File: src/rtl/cfg_txn_pkg.sv
package cfg_txn_pkg;

  localparam int WORD_W   = 32;
  localparam int MB_OSC_N = 6;

  localparam logic [31:0] MB_VOLT_UV = 32'd3300000;

  localparam logic [5:0] FN_OSC    = 6'd1;
  localparam logic [5:0] FN_VOLT   = 6'd2;
  localparam logic [5:0] FN_MUX    = 6'd7;
  localparam logic [5:0] FN_SHUT   = 6'd8;
  localparam logic [5:0] FN_REBOOT = 6'd9;
  localparam logic [5:0] FN_DISP   = 6'd11;

  localparam logic [1:0] SITE_MB = 2'd0;
  localparam logic [1:0] SITE_DB = 2'd1;

  // command word layout, most significant field first
  typedef struct packed {
    logic        start;
    logic        wr;
    logic [3:0]  ctl;
    logic [5:0]  func;
    logic [1:0]  rsvd;
    logic [1:0]  site;
    logic [3:0]  pos;
    logic [11:0] dev;
  } cmd_t;

  typedef enum logic [1:0] {RSRC_NONE, RSRC_OSC, RSRC_VOLT} rsrc_e;

  // reset frequency of a motherboard oscillator entry
  function automatic logic [31:0] mb_osc_reset(input int idx);
    if (idx == 0)      return 32'd50000000;
    else if (idx == 1) return 32'd23750000;
    else               return 32'd24000000;
  endfunction

  // bits kept when the command word is stored: start and 19:18 dropped
  function automatic logic [31:0] ctrl_keep(input logic [31:0] v);
    return v & ~32'h800C_0000;
  endfunction

  // status posted by a finished command
  function automatic logic [1:0] stat_word(input logic err);
    return {err, 1'b1};
  endfunction

endpackage

File: src/rtl/cfg_cmd_decode.sv
module cfg_cmd_decode
  import cfg_txn_pkg::*;
#(
  parameter int DB_OSC_N   = 2,
  parameter int DB_VOLT_N  = 3,
  parameter int OSC_IDX_W  = 3,
  parameter int VOLT_IDX_W = 2
) (
  input  cmd_t                  cmd,
  output logic                  fail,
  output logic                  osc_we,
  output rsrc_e                 rsrc,
  output logic [OSC_IDX_W-1:0]  osc_idx,
  output logic [VOLT_IDX_W-1:0] volt_idx,
  output logic                  shut,
  output logic                  reboot
);

  logic base_ok, on_mb, on_db, dev0;
  logic mb_osc_hit, db_osc_hit, db_volt_hit, mb_only;
  logic unused_bits;

  assign unused_bits = ^{cmd.start, cmd.rsvd};

  assign on_mb       = (cmd.site == SITE_MB);
  assign on_db       = (cmd.site == SITE_DB);
  assign dev0        = (cmd.dev == 12'd0);
  assign base_ok     = (cmd.ctl == 4'd0) && (cmd.pos == 4'd0) && (on_mb || on_db);
  assign mb_osc_hit  = on_mb && (int'(cmd.dev) < MB_OSC_N);
  assign db_osc_hit  = on_db && (int'(cmd.dev) < DB_OSC_N);
  assign db_volt_hit = on_db && (int'(cmd.dev) < DB_VOLT_N);
  assign mb_only     = cmd.wr && on_mb && dev0;

  assign osc_idx  = on_db ? OSC_IDX_W'(MB_OSC_N + int'(cmd.dev)) : OSC_IDX_W'(cmd.dev);
  assign volt_idx = on_db ? VOLT_IDX_W'(1 + int'(cmd.dev)) : '0;

  always_comb begin
    fail   = 1'b1;
    osc_we = 1'b0;
    rsrc   = RSRC_NONE;
    shut   = 1'b0;
    reboot = 1'b0;
    if (base_ok) begin
      case (cmd.func)
        FN_OSC: begin
          if (mb_osc_hit || db_osc_hit) begin
            fail = 1'b0;
            if (cmd.wr) osc_we = 1'b1;
            else        rsrc   = RSRC_OSC;
          end
        end
        FN_VOLT: begin
          if (!cmd.wr && ((on_mb && dev0) || db_volt_hit)) begin
            fail = 1'b0;
            rsrc = RSRC_VOLT;
          end
        end
        FN_MUX, FN_DISP: begin
          if (mb_only) fail = 1'b0;
        end
        FN_SHUT: begin
          if (mb_only) begin
            fail = 1'b0;
            shut = 1'b1;
          end
        end
        FN_REBOOT: begin
          if (mb_only) begin
            fail   = 1'b0;
            reboot = 1'b1;
          end
        end
        default: fail = 1'b1;
      endcase
    end
  end

endmodule

File: src/rtl/cfg_osc_bank.sv
module cfg_osc_bank
  import cfg_txn_pkg::*;
#(
  parameter int                          DB_OSC_N    = 2,
  parameter logic [DB_OSC_N-1:0][31:0]   DB_OSC_INIT = {32'd45000000, 32'd30000000},
  parameter int                          IDX_W       = 3
) (
  input  logic             clk,
  input  logic             rst_n,
  input  logic             we,
  input  logic [IDX_W-1:0] idx,
  input  logic [31:0]      wdata,
  output logic [31:0]      rdata
);

  localparam int TOTAL = MB_OSC_N + DB_OSC_N;

  logic [31:0] ent [TOTAL];

  for (genvar g = 0; g < TOTAL; g++) begin : g_ent
    logic [31:0] val_q;
    logic        hit;
    assign hit = we && (int'(idx) == g);
    if (g < MB_OSC_N) begin : g_mb
      always_ff @(posedge clk or negedge rst_n) begin
        if (!rst_n)   val_q <= mb_osc_reset(g);
        else if (hit) val_q <= wdata;
      end
    end else begin : g_db
      always_ff @(posedge clk or negedge rst_n) begin
        if (!rst_n)   val_q <= DB_OSC_INIT[g-MB_OSC_N];
        else if (hit) val_q <= wdata;
      end
    end
    assign ent[g] = val_q;
  end

  assign rdata = (int'(idx) < TOTAL) ? ent[idx] : '0;

endmodule

File: src/rtl/cfg_volt_table.sv
module cfg_volt_table
  import cfg_txn_pkg::*;
#(
  parameter int                         DB_VOLT_N   = 3,
  parameter logic [DB_VOLT_N-1:0][31:0] DB_VOLT_VAL = {32'd1800000, 32'd1000000, 32'd900000},
  parameter int                         IDX_W       = 2
) (
  input  logic [IDX_W-1:0] idx,
  output logic [31:0]      val
);

  // entry 0 is the motherboard sensor, entries 1.. the daughterboard ones
  always_comb begin
    val = '0;
    if (idx == '0) val = MB_VOLT_UV;
    for (int i = 0; i < DB_VOLT_N; i++) begin
      if (int'(idx) == i + 1) val = DB_VOLT_VAL[i];
    end
  end

endmodule

File: src/rtl/cfg_txn_engine.sv
module cfg_txn_engine
  import cfg_txn_pkg::*;
#(
  parameter int                         ADDR_W      = 8,
  parameter logic [11:0]                BOARD_ID    = 12'h190,
  parameter logic [ADDR_W-1:0]          DATA_OFS    = 'hA0,
  parameter logic [ADDR_W-1:0]          CTRL_OFS    = 'hA4,
  parameter logic [ADDR_W-1:0]          STAT_OFS    = 'hA8,
  parameter int                         DB_OSC_N    = 2,
  parameter logic [DB_OSC_N-1:0][31:0]  DB_OSC_INIT = {32'd45000000, 32'd30000000},
  parameter int                         DB_VOLT_N   = 3,
  parameter logic [DB_VOLT_N-1:0][31:0] DB_VOLT_VAL = {32'd1800000, 32'd1000000, 32'd900000}
) (
  input  logic              clk,
  input  logic              rst_n,
  input  logic              bus_wr,
  input  logic [ADDR_W-1:0] bus_addr,
  input  logic [31:0]       bus_wdata,
  output logic [31:0]       rd_data,
  output logic              shutdown_req,
  output logic              reboot_req
);

  localparam int  OSC_TOTAL  = MB_OSC_N + DB_OSC_N;
  localparam int  VOLT_TOTAL = 1 + DB_VOLT_N;
  localparam int  OSC_IDX_W  = (OSC_TOTAL > 1) ? $clog2(OSC_TOTAL) : 1;
  localparam int  VOLT_IDX_W = (VOLT_TOTAL > 1) ? $clog2(VOLT_TOTAL) : 1;
  localparam bit  PRESENT    = (BOARD_ID == 12'h190);

  logic                  regs_on;
  logic                  wr_data, wr_ctrl, wr_stat, launch;
  logic [31:0]           data_q, ctrl_q;
  logic [1:0]            stat_q;
  logic                  pend_q, shut_q, reboot_q;
  cmd_t                  cmd;
  logic                  fail, dec_osc_we, dec_shut, dec_reboot;
  rsrc_e                 rsrc;
  logic [OSC_IDX_W-1:0]  osc_idx;
  logic [VOLT_IDX_W-1:0] volt_idx;
  logic [31:0]           osc_rdata, volt_val, rd_result;
  logic                  txn_fire, txn_rd_ok, osc_we;

  assign regs_on = PRESENT;
  assign wr_data = regs_on && bus_wr && (bus_addr == DATA_OFS);
  assign wr_ctrl = regs_on && bus_wr && (bus_addr == CTRL_OFS);
  assign wr_stat = regs_on && bus_wr && (bus_addr == STAT_OFS);
  assign launch  = wr_ctrl && bus_wdata[31];

  assign cmd = cmd_t'(ctrl_q);

  cfg_cmd_decode #(
    .DB_OSC_N  (DB_OSC_N),
    .DB_VOLT_N (DB_VOLT_N),
    .OSC_IDX_W (OSC_IDX_W),
    .VOLT_IDX_W(VOLT_IDX_W)
  ) u_dec (
    .cmd     (cmd),
    .fail    (fail),
    .osc_we  (dec_osc_we),
    .rsrc    (rsrc),
    .osc_idx (osc_idx),
    .volt_idx(volt_idx),
    .shut    (dec_shut),
    .reboot  (dec_reboot)
  );

  // named transaction events
  assign txn_fire  = pend_q;
  assign txn_rd_ok = txn_fire && !fail && (rsrc != RSRC_NONE);
  assign osc_we    = txn_fire && !fail && dec_osc_we;

  cfg_osc_bank #(
    .DB_OSC_N   (DB_OSC_N),
    .DB_OSC_INIT(DB_OSC_INIT),
    .IDX_W      (OSC_IDX_W)
  ) u_osc (
    .clk  (clk),
    .rst_n(rst_n),
    .we   (osc_we),
    .idx  (osc_idx),
    .wdata(data_q),
    .rdata(osc_rdata)
  );

  cfg_volt_table #(
    .DB_VOLT_N  (DB_VOLT_N),
    .DB_VOLT_VAL(DB_VOLT_VAL),
    .IDX_W      (VOLT_IDX_W)
  ) u_volt (
    .idx(volt_idx),
    .val(volt_val)
  );

  assign rd_result = (rsrc == RSRC_OSC) ? osc_rdata : volt_val;

  always_ff @(posedge clk or negedge rst_n) begin
    if (!rst_n) begin
      data_q   <= '0;
      ctrl_q   <= '0;
      stat_q   <= '0;
      pend_q   <= 1'b0;
      shut_q   <= 1'b0;
      reboot_q <= 1'b0;
    end else begin
      pend_q   <= launch;
      shut_q   <= txn_fire && !fail && dec_shut;
      reboot_q <= txn_fire && !fail && dec_reboot;
      if (wr_ctrl) ctrl_q <= ctrl_keep(bus_wdata);
      // an executing command wins over a direct write in the same cycle
      if (txn_rd_ok)    data_q <= rd_result;
      else if (wr_data) data_q <= bus_wdata;
      if (txn_fire)     stat_q <= stat_word(fail);
      else if (wr_stat) stat_q <= bus_wdata[1:0];
    end
  end

  always_comb begin
    rd_data = '0;
    if (regs_on) begin
      if (bus_addr == DATA_OFS)      rd_data = data_q;
      else if (bus_addr == CTRL_OFS) rd_data = ctrl_q;
      else if (bus_addr == STAT_OFS) rd_data = {30'd0, stat_q};
    end
  end

  assign shutdown_req = shut_q;
  assign reboot_req   = reboot_q;

endmodule

File: config.mk
export PLATFORM = sky130hd
export DESIGN_NAME = cfg_txn_engine
export DESIGN_NICKNAME = d
export VERILOG_FILES = /design/src/rtl/cfg_txn_pkg.sv /design/src/rtl/cfg_cmd_decode.sv /design/src/rtl/cfg_osc_bank.sv /design/src/rtl/cfg_volt_table.sv /design/src/rtl/cfg_txn_engine.sv
export SDC_FILE = /design/constraint.sdc
export NUM_CORES = 1
export LEC_CHECK = 0
export BUFFER_PORTS_ARGS = -buffer_cell sky130_fd_sc_hd__buf_2
export CAP_MARGIN = 20
export CORE_UTILIZATION = 39
export DETAILED_ROUTE_END_ITERATION = 8
export PLACE_DENSITY = 0.64
export REMOVE_ABC_BUFFERS = 1
export SYNTH_ARGS = -nofsm -noshare
export SYNTH_HDL_FRONTEND = slang
export SYNTH_SLANG_ARGS = --single-unit
File: constraint.sdc
create_clock -name clk -period 3.5 [get_ports clk]
set_input_delay 0.7 -clock clk [delete_from_list [all_inputs] [get_ports clk]]
set_output_delay 0.7 -clock clk [all_outputs]
set_load 0.1 [all_outputs]
==> metrics <==
top-area cell type share of the netlist area=a little under two fifths; Final Max Tran Viols=0; status=finished clean; Syn-to-layout area delta=18.22%; WP data arrival=roughly 2.6 ns; DR DRC count=0; chip width=203.3 µm; setup bufs post-CTS=0; Hold Buf Count CTS=0; Mapped Cells=between 1,000 and 1,500; Cell Area, Synth=about 16,000 µm²; worst rel slew slack=a little over two fifths; Critical Path Source Type=input pin; Max Cap Violations=0; Synth Area per Inst=roughly 12 µm²; largest net degree at the start of global routing=just under 90; Max FO, Critical Path=22; WHS=around 0.17 ns; number of port buffers=76; Yosys reg bits=322; clk_lat worst skew=0.52 ns; Pwr Density=446.7 nW/µm²; vias in the first global route=approximately 11,000; ranking of synthesized cells by area=dfrtp_1 38%, mux2_2 23%, dfstp_2 14%; Hold Vio Cnt, Final=0; sequential area share after synthesis=51.68%; Pre-antenna DRT Iters=5; Worst Path Required=2.80 ns; Synth cell types=59; HP Class=in2async; largest area contributor in the netlist=dfrtp_1; Core Area=39,820 µm²; Layout fillers=between 3,000 and 4,000; DRT iter0 DRCs=just over 700; critical path class=in2out; clk sinks=about 320; Worst-Margin Slew=approximately 0.85 ns; Setup TNS=0 ns; GRT Total Usage=roughly a fifth; ys async rst share=between 90% and 100%; Final Critical Period=3.289 ns; Final nets=around 1,400; cts repair resizes=0; GPL Wtd Cong=between 0.9 and 1; grt ovf=0; static leakage=roughly 8.4 nW; share of cells above drive strength 1=about 46%; Util after Layout=a little under half; Initial Utilization=roughly two fifths; IO Pins=just under 80; Ys Warns=0; DP HPWL=~28 mm; depth of the CTS H-tree=2; first-pass GRT wire length=67.43 mm; Inserted Clock Buffers=37; die height=203.3 µm; overall routed net length=between 40 and 50 mm; CTS tree=built; antenna-violating nets left=0; critical path capture point type=output port; drt wl/cell=22.66 µm; initial antenna violation count=0; root buf cell=clkbuf_16; maximum VDD drop=approximately 0.31 mV; Placement Rows=73; ANT cells=0; RSZ-0062 raised after global routing=false; Primary FF master, synth=dfrtp_1; vias per inst=5.702; final setup vio count=0; Worst Clk Skew=roughly 0.018 ns; leading cell type by number of instances after synthesis=mux2_2; die area=between 40,000 and 50,000 µm²; Synth top cells by count=322 x mux2_2, 237 x dfrtp_1, 121 x nand2_1; crit share post-route=93.98%; CTS max path bufs=3; vias after detailed routing=around 11,000; clk slew on worst S/H paths=approximately 0.060 ns; EDFF count, synth=0; f_max=~0.30 GHz
[cell type report]
| cell class | count | area, µm² | share of cell area (%) |
|---|---|---|---|
| multi-input cells | 839 | 7216 | 38.64 |
| clock inverters | 13 | 146.4 | 0.7839 |
| clock buffers | 55 | 1106 | 5.923 |
| flip-flops and latches | 322 | 8167 | 43.73 |
| inverters | 8 | 30.03 | 0.1608 |
| repair buffers | 136 | 1354 | 7.249 |
| well taps | 525 | 656.9 | 3.517 |
[routing by layer]
metal	track usage (%)	wire [µm]	vias up
met5	0.1190	0	-
met4	8.324	1628	0
met3	3.931	2475	81
met2	33.62	19790	334
met1	28.78	19120	5592
li1	-	-	4816
[worst paths after layout]
check | cells after the start | end | slack, ns | startpoint
max | 7 | rd_data[11] | 0.21 | bus_addr[6]
min | 1 | cmd[7] | 0.17 | rst_n
max reg2reg | 6 | data_q[1] | 0.25 | cmd[8]
min reg2reg | 1 | u_osc.g_ent[0].val_q[18] | 0.50 | u_osc.g_ent[0].val_q[18]
max in group asynchronous | 2 | u_osc.g_ent[5].val_q[13] | 2.31 | rst_n
min in group clk | 2 | cmd[16] | 0.43 | bus_wdata[16]
[cell usage in the layout (no fill, tap or decap), types with 10 or more instances in the layout]
master,netlist,final
mux2_2,322,322
dfrtp_1,237,235
nand2_1,121,120
dfstp_2,85,85
o21ai_0,55,55
buf_4,0,55
mux2i_1,49,49
buf_2,8,45
a31oi_1,39,39
clkbuf_16,0,39
buf_12,0,35
a22o_1,28,28
nor2_1,23,22
nand3_1,21,17
a21oi_1,15,15
o2111ai_1,14,14
mux4_2,14,14
nor3_1,15,13
ha_1,10,10
[critical path, stage by stage]
cell and delay, ns:
buf_2 0.10, nor4b_1 0.29, nand3b_1 0.28, nor3b_2 0.48
buf_12 0.26, a22o_1 0.27, buf_12 0.20
[per-stage QoR]
stage	total power [W]	instances	setup slack [ns]	area, µm²
floorplan	0.004146	1169	-5.265	15320
global placement	0.004465	1830	0.3142	17420
detailed placement	0.004470	1830	0.3081	17420
CTS	0.008419	1898	0.2511	18680
global route	0.008619	1898	0.1309	18680
finish	0.008342	1898	0.2106	18680
[registers in the layout, summed over array words and instances (netlist names)]
name / flops
data_q: 32
reboot_req: 1
u_osc.g_ent.val_q: 256
cmd: 29
pend_q: 1
stat_q: 2
shutdown_req: 1
[cells by family after synthesis]
| family | Yosys count | synth area share, % |
|---|---|---|
| flops | 322 | 51.68 |
| compound gates | 190 | 8.284 |
| mux | 385 | 28.05 |
| fa+ha+maj | 16 | 1.172 |
| xor+xnor | 4 | 0.2218 |
| buf+inv | 130 | 3.200 |
| simple gates | 244 | 7.390 |
[where the power goes]
group	internal, W	switching (W)	total, W	leakage (nW)
Clock	0.00241	0.00152	0.00393	0.620
Sequential	0.00377	0.0000838	0.00385	4.07
Combinational	0.000181	0.000379	0.000559	3.71
No activity file was read; power rests on OpenSTA's default activity.
